### src/rtl/parity_frame_codec.sv
module parity_frame_codec #(
  parameter int MAX_BYTES = 18
) (
  input  logic       clk,
  input  logic       rst_n,
  input  logic [7:0] tx_in_data,
  input  logic       tx_in_last,
  input  logic       tx_in_crc,
  input  logic       tx_in_valid,
  output logic       tx_in_ready,
  output logic       tx_line_bit,
  output logic       tx_line_end,
  output logic       tx_line_valid,
  input  logic       tx_line_ready,
  input  logic       rx_line_bit,
  input  logic       rx_line_end,
  input  logic       rx_line_valid,
  output logic       rx_line_ready,
  input  logic       rx_crc_en,
  output logic [7:0] rx_out_data,
  output logic       rx_out_valid,
  input  logic       rx_out_ready,
  output logic       rx_stat_valid,
  output logic       rx_stat_par,
  output logic       rx_stat_crc,
  output logic       rx_stat_len,
  output logic       rx_stat_long
);
  localparam int          MAX_BITS = 1 + 9 * MAX_BYTES;
  localparam int          CW       = $clog2(MAX_BITS + 1);
  localparam int          NB       = $clog2(MAX_BYTES + 1);
  localparam logic [15:0] SEED     = 16'h6363;
  localparam logic [15:0] POLY     = 16'h8408;

  function automatic logic [15:0] crc_step(input logic [15:0] c, input logic [7:0] d);
    logic [15:0] x;
    x = c ^ {8'h00, d};
    for (int i = 0; i < 8; i++) x = x[0] ? ((x >> 1) ^ POLY) : (x >> 1);
    return x;
  endfunction

  // ---------------- transmit ----------------
  typedef enum logic [1:0] {T_IDLE, T_START, T_LOAD, T_BITS} tstate_e;
  tstate_e       t_st;
  logic [8:0]    t_sh;
  logic [3:0]    t_cnt;
  logic          t_fin, t_lastdata, t_hi_pend, t_crc_on;
  logic [15:0]   t_crc;
  logic [NB-1:0] t_nbytes, t_cap_m1;
  logic          t_fire, t_load, t_le;

  assign tx_in_ready   = (t_st == T_LOAD);
  assign tx_line_valid = (t_st == T_START) || (t_st == T_BITS);
  assign tx_line_bit   = (t_st == T_START) ? 1'b1 : t_sh[0];
  assign tx_line_end   = (t_st == T_BITS) && (t_cnt == 4'd0) && t_fin;
  assign t_fire        = tx_line_valid && tx_line_ready;
  assign t_load        = tx_in_ready && tx_in_valid;
  assign t_cap_m1      = t_crc_on ? NB'(MAX_BYTES - 3) : NB'(MAX_BYTES - 1);
  assign t_le          = tx_in_last || (t_nbytes == t_cap_m1);

  always_ff @(posedge clk) begin
    if (!rst_n) begin
      t_st <= T_IDLE; t_sh <= '0; t_cnt <= '0; t_fin <= 1'b0;
      t_lastdata <= 1'b0; t_hi_pend <= 1'b0; t_crc_on <= 1'b0;
      t_crc <= SEED; t_nbytes <= '0;
    end else begin
      case (t_st)
        T_IDLE: if (tx_in_valid) begin
          t_crc_on <= tx_in_crc; t_crc <= SEED; t_nbytes <= '0;
          t_hi_pend <= 1'b0; t_st <= T_START;
        end
        T_START: if (t_fire) t_st <= T_LOAD;
        T_LOAD: if (t_load) begin
          t_sh       <= {~^tx_in_data, tx_in_data};
          t_cnt      <= 4'd8;
          t_crc      <= crc_step(t_crc, tx_in_data);
          t_nbytes   <= t_nbytes + 1'b1;
          t_fin      <= t_le && !t_crc_on;
          t_lastdata <= t_le && t_crc_on;
          t_st       <= T_BITS;
        end
        T_BITS: if (t_fire) begin
          if (t_cnt != 4'd0) begin
            t_sh  <= t_sh >> 1;
            t_cnt <= t_cnt - 1'b1;
          end else if (t_fin) begin
            t_fin <= 1'b0; t_st <= T_IDLE;
          end else if (t_lastdata) begin
            t_sh <= {~^t_crc[7:0], t_crc[7:0]}; t_cnt <= 4'd8;
            t_lastdata <= 1'b0; t_hi_pend <= 1'b1;
          end else if (t_hi_pend) begin
            t_sh <= {~^t_crc[15:8], t_crc[15:8]}; t_cnt <= 4'd8;
            t_hi_pend <= 1'b0; t_fin <= 1'b1;
          end else begin
            t_st <= T_LOAD;
          end
        end
        default: t_st <= T_IDLE;
      endcase
    end
  end

  // ---------------- receive ----------------
  typedef enum logic [1:0] {R_IDLE, R_DATA, R_DRAIN} rstate_e;
  rstate_e     r_st;
  logic [CW-1:0] r_cnt;
  logic [3:0]  r_pos, r_pos_nx;
  logic [7:0]  r_sh;
  logic        r_par, r_perr, r_crc_on;
  logic [15:0] r_crc, r_crc_nx;
  logic        r_fire, r_bytedone, r_perr_nx;

  assign rx_line_ready = !(rx_out_valid && !rx_out_ready);
  assign r_fire        = rx_line_valid && rx_line_ready;
  assign r_bytedone    = (r_pos == 4'd8);
  assign r_crc_nx      = r_bytedone ? crc_step(r_crc, r_sh) : r_crc;
  assign r_perr_nx     = r_perr | (r_bytedone & ~(r_par ^ rx_line_bit));
  assign r_pos_nx      = r_bytedone ? 4'd0 : r_pos + 1'b1;

  always_ff @(posedge clk) begin
    if (!rst_n) begin
      r_st <= R_IDLE; r_cnt <= '0; r_pos <= '0; r_sh <= '0;
      r_par <= 1'b0; r_perr <= 1'b0; r_crc_on <= 1'b0; r_crc <= SEED;
      rx_out_data <= '0; rx_out_valid <= 1'b0;
      rx_stat_valid <= 1'b0; rx_stat_par <= 1'b0; rx_stat_crc <= 1'b0;
      rx_stat_len <= 1'b0; rx_stat_long <= 1'b0;
    end else begin
      rx_stat_valid <= 1'b0;
      if (rx_out_valid && rx_out_ready) rx_out_valid <= 1'b0;
      if (r_fire) begin
        case (r_st)
          R_IDLE: begin
            r_cnt <= CW'(1); r_pos <= '0; r_par <= 1'b0; r_perr <= 1'b0;
            r_crc <= SEED; r_crc_on <= rx_crc_en;
            if (rx_line_end) begin
              rx_stat_valid <= 1'b1; rx_stat_par <= 1'b0;
              rx_stat_crc <= rx_crc_en; rx_stat_len <= 1'b0; rx_stat_long <= 1'b0;
            end else begin
              r_st <= R_DATA;
            end
          end
          R_DATA: begin
            if (r_cnt == CW'(MAX_BITS)) begin
              rx_stat_valid <= 1'b1; rx_stat_par <= r_perr;
              rx_stat_crc <= 1'b0; rx_stat_len <= 1'b0; rx_stat_long <= 1'b1;
              r_st <= rx_line_end ? R_IDLE : R_DRAIN;
            end else begin
              r_cnt  <= r_cnt + 1'b1;
              r_pos  <= r_pos_nx;
              r_crc  <= r_crc_nx;
              r_perr <= r_perr_nx;
              if (r_bytedone) begin
                rx_out_data <= r_sh; rx_out_valid <= 1'b1; r_par <= 1'b0;
              end else begin
                r_sh <= {rx_line_bit, r_sh[7:1]}; r_par <= r_par ^ rx_line_bit;
              end
              if (rx_line_end) begin
                rx_stat_valid <= 1'b1; rx_stat_par <= r_perr_nx;
                rx_stat_crc   <= r_crc_on && (r_crc_nx != 16'h0000);
                rx_stat_len   <= (r_pos_nx != 4'd0); rx_stat_long <= 1'b0;
                r_st <= R_IDLE;
              end
            end
          end
          R_DRAIN: if (rx_line_end) r_st <= R_IDLE;
          default: r_st <= R_IDLE;
        endcase
      end
    end
  end

  // ---------------- assertions ----------------
  p_no_load_while_sending_r1: assert property (@(posedge clk) disable iff (!rst_n)
    tx_in_ready |-> !tx_line_valid);
  p_idle_after_end_r3: assert property (@(posedge clk) disable iff (!rst_n)
    tx_line_valid && tx_line_ready && tx_line_end |=> !tx_line_valid);
  p_line_hold_r5: assert property (@(posedge clk) disable iff (!rst_n)
    tx_line_valid && !tx_line_ready |=> tx_line_valid && $stable(tx_line_bit) && $stable(tx_line_end));
  p_count_cap_r10: assert property (@(posedge clk) disable iff (!rst_n)
    r_cnt <= CW'(MAX_BITS));
  p_long_exclusive_r10: assert property (@(posedge clk) disable iff (!rst_n)
    rx_stat_valid && rx_stat_long |-> !rx_stat_len && !rx_stat_crc);
  p_out_hold_r11: assert property (@(posedge clk) disable iff (!rst_n)
    rx_out_valid && !rx_out_ready |=> rx_out_valid && $stable(rx_out_data));
endmodule

### config.mk
export PLATFORM = sky130hd
export DESIGN_NAME = parity_frame_codec
export DESIGN_NICKNAME = d
export VERILOG_FILES = /design/src/rtl/parity_frame_codec.sv
export SDC_FILE = /design/constraint.sdc
export NUM_CORES = 1
export LEC_CHECK = 0
export ABC_AREA = 1
export BUFFER_PORTS_ARGS = -buffer_cell sky130_fd_sc_hd__buf_4
export CAP_MARGIN = 20
export CORE_AREA = 2 2 119 121
export CTS_BUF_LIST = sky130_fd_sc_hd__clkbuf_8
export DETAILED_ROUTE_END_ITERATION = 12
export DIE_AREA = 0 0 121 123
export GPL_TIMING_DRIVEN = 1
export SLEW_MARGIN = 10
export SYNTH_ARGS = -nofsm -noshare
export SYNTH_HDL_FRONTEND = slang
export SYNTH_SLANG_ARGS = --single-unit
### constraint.sdc
create_clock -name clk -period 3 [get_ports clk]
set_clock_uncertainty 0.2 [all_clocks]
set_input_delay 0.45 -clock clk [delete_from_list [all_inputs] [get_ports clk]]
set_output_delay 0.45 -clock clk [all_outputs]
set_load 0.01 [all_outputs]
* Yosys cells after proc, flatten, opt, wreduce, memory -nomap -nowiden
Index checks and enable logic that the tools add are counted.
** Word-level totals
- Flip-flop bits (word level) :: 95
- Input port bits :: 19
- Output and inout bits :: 19
- Logic and storage cells :: 222
** Cells by class
- $add $sub $neg :: 4
- Equality and inequality tests :: 22
- Multiplexer cells :: 105
- Bitwise logic cells :: 24
- Reductions and logical operators :: 43
** Operators by type and width (number)
- $mux 16 :: 20
- $pmux 16 s2 :: 2
- $mux 9 :: 6
- $not 2->3 :: 16
- $mux 1 :: 36
- $mux 4 :: 8
- $xor 16x8->16 :: 2
- $mux 2 :: 12
- $reduce_xnor 8->1 :: 3
- $pmux 1 s2 :: 10
- $pmux 9 s2 :: 1
- $ne 2x2->1 const B :: 8
- $pmux 4 s2 :: 2
- $pmux 8 s2 :: 1
- $reduce_and 4->1 :: 4
- $reduce_bool 16->1 :: 1
- $mux 5 :: 3
- $reduce_and 5->1 :: 3
- $logic_and 1x1->1 :: 10
- $pmux 5 s2 :: 1
- $reduce_and 2->1 :: 5
- $ne 3x3->1 const B :: 3
- $add 8x1->8 const B :: 1
- $eq 8x8->1 const B :: 1
- 25 further kinds :: 39

* Depth between registers and ports, before layout
- Depth after elaboration :: 23
- Mapped depth :: 15
- Depth with buffers taken out :: 14

* Worst setup path after synthesis
Ideal clock, no wire load.
- Path type :: reg-to-reg
- From :: register r_pos[0]
- To :: register rx_stat_crc
- Library setup time :: 119 ps
- Arrival :: 1505 ps
- Required time :: 2681 ps
- Path slack :: 1176 ps
- Cell stages (with the launch flop) :: 16
- Path buffers :: 1
- Clock period less this slack :: 1824 ps
- Cell sequence :: dfxtp_1 > inv_1 > ha_1 > nand3_2 > inv_1 > buf_2 > nand2_1 > o21ai_0 > nand2_1 > nand2_1 > nor2_1 > nand2_1 > nor2_1 > nand2_1 > nand2_1 > a21oi_1
** On the way
- Longest elaborated chain between the ends :: 7
** Ends and longest elaborated chain
- start, declared :: line 107 : logic [3:0] r_pos, r_pos_nx;
- start signal, assigned :: line 149 : r_pos <= r_pos_nx;
- $eq 4x4->1 :: line 115 : assign r_bytedone = (r_pos == 4'd8);
- $mux 16 :: line 116 : assign r_crc_nx = r_bytedone ? crc_step(r_crc, r_sh) : r_crc;
- $reduce_bool 16->1 :: line 159 : rx_stat_crc <= r_crc_on && (r_crc_nx != 16'h0000);
- $logic_and 1x1->1 :: line 159
- $mux 1 :: line 157 : if (rx_line_end) begin
- $mux 1 :: line 143 : if (r_cnt == CW'(MAX_BITS)) begin
- $pmux 1 s2 :: line 131 : case (r_st)
- end signal, assigned :: line 159
- end, declared :: line 25 : output logic rx_stat_crc,
No other way between the ends. The select of a mux whose other input is x is not followed.
A chain may end at the register's enable or synchronous reset.

* Worst setup path after layout
Same ends and word-level chain as after synthesis.

==> metrics.csv <==
stage,metric,value,unit
final_layout,final_util,43.0,%
logic_synthesis,synth.top_cell.area_share,35.9,%
hold_path,min_to,rx_out_valid$_SDFF_PN0_,
place,portBuffers,37,
logic_synthesis,async_flop_share,0,%
global_route,grt_use_total,18.8,%
die,ios,38,
logic_synthesis,synth_warnings,0,
clock_network,cts_sinks,95,
power,vdd_drop_max,278,uV
worst_setup_path,r2r_cells,14,
final_layout,multi_input_area,2900,sq um
final_layout,drive_gt1_share,10.9,%
worst_setup_path,rrSetupSlack,600,ps
clock_network,clkTransAtPathRegs,90,ps
worst_setup_path,end_kind,flip-flop,
place,gp_congestion,0.879,
worst_setup_path,cp.arrival,2470,ps
die,rows,43,
die,die-area,14900,sq um
final_layout,diodes,0,
logic_synthesis,netlist_instances,767,
timing,tightestPinTransition,462,ps
clock_network,cts_tree,yes,
place,dp_cells,963,
die,core,13600,sq um
clock_network,ctsResizeCount,0,
die,start_util,38.9,%
clock_network,cts_buffer_depth,2,
global_route,antenna_found_initial,0,
hold_path,min_path_type,input port to flip-flop,
power,p_leak,2.40,nW
logic_synthesis,ys.flop_type,dfxtp_1,
routing,vias,4887,
global_route,grt-ovfl-total,0,
timing,setup_tns,0,ps
worst_setup_path,start_kind,flip-flop,
global_route,grt_max_degree,42,
final_layout,regArea,1900,sq um
worst_setup_path,reg2reg_from,r_pos[0]$_SDFFE_PN0P_,
hold_path,worstHoldStart,rx_out_ready,
routing,routedWlPerCell,13.4,um
logic_synthesis,syn_nets,791,
routing,dr.pass1.iters,4,
place,hpwl,9630,um
clock_network,cts_buffers,9,
timing,grt_setup_unrepaired,false,
die,die_w,121,um
logic_synthesis,synthTopCellsByArea,"dfxtp_1, nand2_1, a21oi_1",
status,status,completed,
routing,routed_wl,13100,um
die,chipHeight,123,um
final_layout,fillers,1459,
timing,hold_viol_final,0,
worst_setup_path,worstPathRequired,3070,ps
final_layout,area_growth,10.5,%
power,power_density,440,nW/um^2
timing,fmax,0.417,GHz
flow_run,cap_violations,0,
final_layout,finalNonFillerCells,979,
clock_network,htreeDepth,3,
timing,setup-violations-final,0,
logic_synthesis,synth_area,5290,sq um
clock_network,holdBufCountCts,0,
clock_network,clock_latency,370,ps
timing,max_slew_margin,69.0,%
logic_synthesis,ys_seq_area_share,35.9,%
timing,post-route-min-period,2400,ps
logic_synthesis,synth_edf_count,0,
global_route,grt_pass1_vias,4715,
timing,post-route-period-util,80.0,%
routing,dr.first_iter.drc_count,249,
hold_path,hold_path_depth,4,
logic_synthesis,yosysUniqueCellTypes,52,
final_layout,finalNetCount,818,
logic_synthesis,synth_top_area_cell,dfxtp_1,
routing,viasPerCell,4.99,
clock_network,cts_setup_buffers,0,
logic_synthesis,postSynthAreaPerCell,6.90,sq um
logic_synthesis,synth-seq-cells,95,
routing,ant_nets,0,
global_route,grt_pass1_wl,22100,um
worst_setup_path,criticalPathCategory,flip-flop to flip-flop,
worst_setup_path,crit_fanout,21,
timing,drv_slew,0,
worst_setup_path,worstReg2RegEnd,rx_stat_crc$_SDFFE_PN0P_,
clock_network,clock-root-buffer,clkbuf_8,
routing,drcViolationCount,0,
-- Yosys cell counts (all sizes together) (2+ instances only) --
| cell type | n |
|---|---|
| nand2 | 216 |
| o21ai | 62 |
| xnor2 | 30 |
| nand4 | 8 |
| o211ai | 2 |
| xor2 | 13 |
| clkbuf | 10 |
| or2 | 2 |
| nand3 | 53 |
| a211oi | 5 |
| a22oi | 4 |
| buf | 16 |
| o22ai | 4 |
| nor3 | 8 |
| nor3b | 2 |
| dfxtp | 95 |
| a31oi | 9 |
| nor2 | 47 |
| inv | 86 |
| ha | 5 |
| a21oi | 77 |
-- per-layer routing --
metal / global-route usage [%] / vias up / part of all wire [%] / routed length (um)
li1: - / 2566 / - / -
met1: 22.6 / 2241 / 46 / 6060
met2: 32.3 / 61 / 48 / 6320
met3: 4.70 / 19 / 3.5 / 460
met4: 6.98 / 0 / 1.9 / 243
met5: 0 / - / 0 / 0
-- registers in the layout (all words and copies together), names as in the netlist --
register       count
rx_stat_crc        1
r_crc             16
t_cnt              4
r_sh               8
r_perr             1
rx_stat_long       1
t_st               2
t_sh               9
rx_stat_valid      1
t_lastdata         1
t_hi_pend          1
t_crc             16
r_st               2
r_cnt              8
r_par              1
r_pos              4
rx_stat_par        1
t_nbytes           5
rx_out_data        8
rx_out_valid       1
rx_stat_len        1
r_crc_on           1
t_fin              1
t_crc_on           1
-- cells by family (layout without fill, tap and decap cells) --
family / after synthesis / in the layout / share of synthesized area (%)
buffers and inverters: 113 / 145 / 9.29
and+or+nand+nor: 339 / 339 / 28.3
adders and majority gates: 5 / 5 / 1.18
AOI/OAI and AO/OA: 171 / 171 / 18.0
xor gates and xnor gates: 43 / 43 / 7.12
DFF: 95 / 95 / 35.9
muxes: 1 / 1 / 0.189
-- power breakdown --
| group | total, W | internal, W | leakage, nW | switching, W |
|---|---|---|---|---|
| Combinational | 0.000436 | 0.000162 | 1.53 | 0.000273 |
| Sequential | 0.00136 | 0.00131 | 0.772 | 0.0000460 |
| Clock | 0.000778 | 0.000338 | 0.0977 | 0.000440 |
| Total | 0.00257 | 0.00181 | 2.40 | 0.000759 |
-- worst max-delay path by stage --
stage	end	start	slack, ps	cells past startpoint
after floorplan	rx_stat_crc$_SDFFE_PN0P_	r_pos[0]$_SDFFE_PN0P_	1180	15
after global placement	rx_out_data[7]$_SDFFE_PN0P_	rx_out_ready	600	10
after detailed placement	rx_out_data[7]$_SDFFE_PN0P_	rx_out_ready	580	10
after CTS	rx_stat_crc$_SDFFE_PN0P_	r_pos[0]$_SDFFE_PN0P_	610	14
after global routing	rx_stat_crc$_SDFFE_PN0P_	r_pos[0]$_SDFFE_PN0P_	260	14
final	rx_stat_crc$_SDFFE_PN0P_	r_pos[0]$_SDFFE_PN0P_	600	14
-- through the flow --
step                      setup slack [ps]  hold slack [ps]  cell area (sq um)  power, W
after CTS                              611              119               5850   0.00262
after global placement                 601              252               5670   0.00182
after floorplan                       1180              231               5290   0.00171
after global routing                   262              127               5850   0.00273
after detailed placement               585              255               5670   0.00182
final                                  599              141               5850   0.00257
-- critical path, cell delays in order, from the launching register on --
cell and delay (ps):
dfxtp_1 360, inv_1 70, ha_1 170, nand3_2 350, inv_1 200, buf_4 230, nand3_1 160, nand2_1 90
nand2_1 70, nor2_1 90, nand2_1 50, nor2_1 80, nand2_1 70, nand2_1 60, a21oi_1 50
-- cells in the final DEF (no fill, tap or decap), drive strengths merged --
| cell | Yosys | final |
|---|---|---|
| nor3b | 2 | 2 |
| a2bb2oi | 1 | 1 |
| nand3b | 1 | 1 |
| a41oi | 1 | 1 |
| o41ai | 1 | 1 |
| clkbuf | 10 | 11 |
| nand3 | 53 | 53 |
| o21a | 1 | 1 |
| a31oi | 9 | 9 |
| ha | 5 | 5 |
| inv | 86 | 88 |
| mux2i | 1 | 1 |
| a21o | 1 | 1 |
| nand4 | 8 | 8 |
| xor2 | 13 | 13 |
| o22ai | 4 | 4 |
| clkinvlp | 0 | 1 |
| a21oi | 77 | 77 |
| nor4 | 1 | 1 |
| o21bai | 1 | 1 |
| o21ai | 62 | 62 |
| o221a | 1 | 1 |
| dfxtp | 95 | 95 |
| xnor2 | 30 | 30 |
| or2 | 2 | 2 |
| a22oi | 4 | 4 |
| nor2 | 47 | 47 |
| o211ai | 2 | 2 |
| buf | 16 | 42 |
| and2 | 1 | 1 |
| a221oi | 1 | 1 |
| clkinv | 1 | 3 |
| nand2 | 216 | 216 |
| nor3 | 8 | 8 |
| a211oi | 5 | 5 |
-- cell type report --
class | count | share of cell area [%]
Clock buffer | 11 | 2.59
Timing Repair Buffer | 42 | 5.39
Clock inverter | 5 | 0.428
Tap cell | 180 | 3.85
Multi-Input combinational cell | 559 | 49.6
Inverter | 87 | 5.67
Sequential cell | 95 | 32.5
Note: power is estimated with default switching activity, not from simulation.
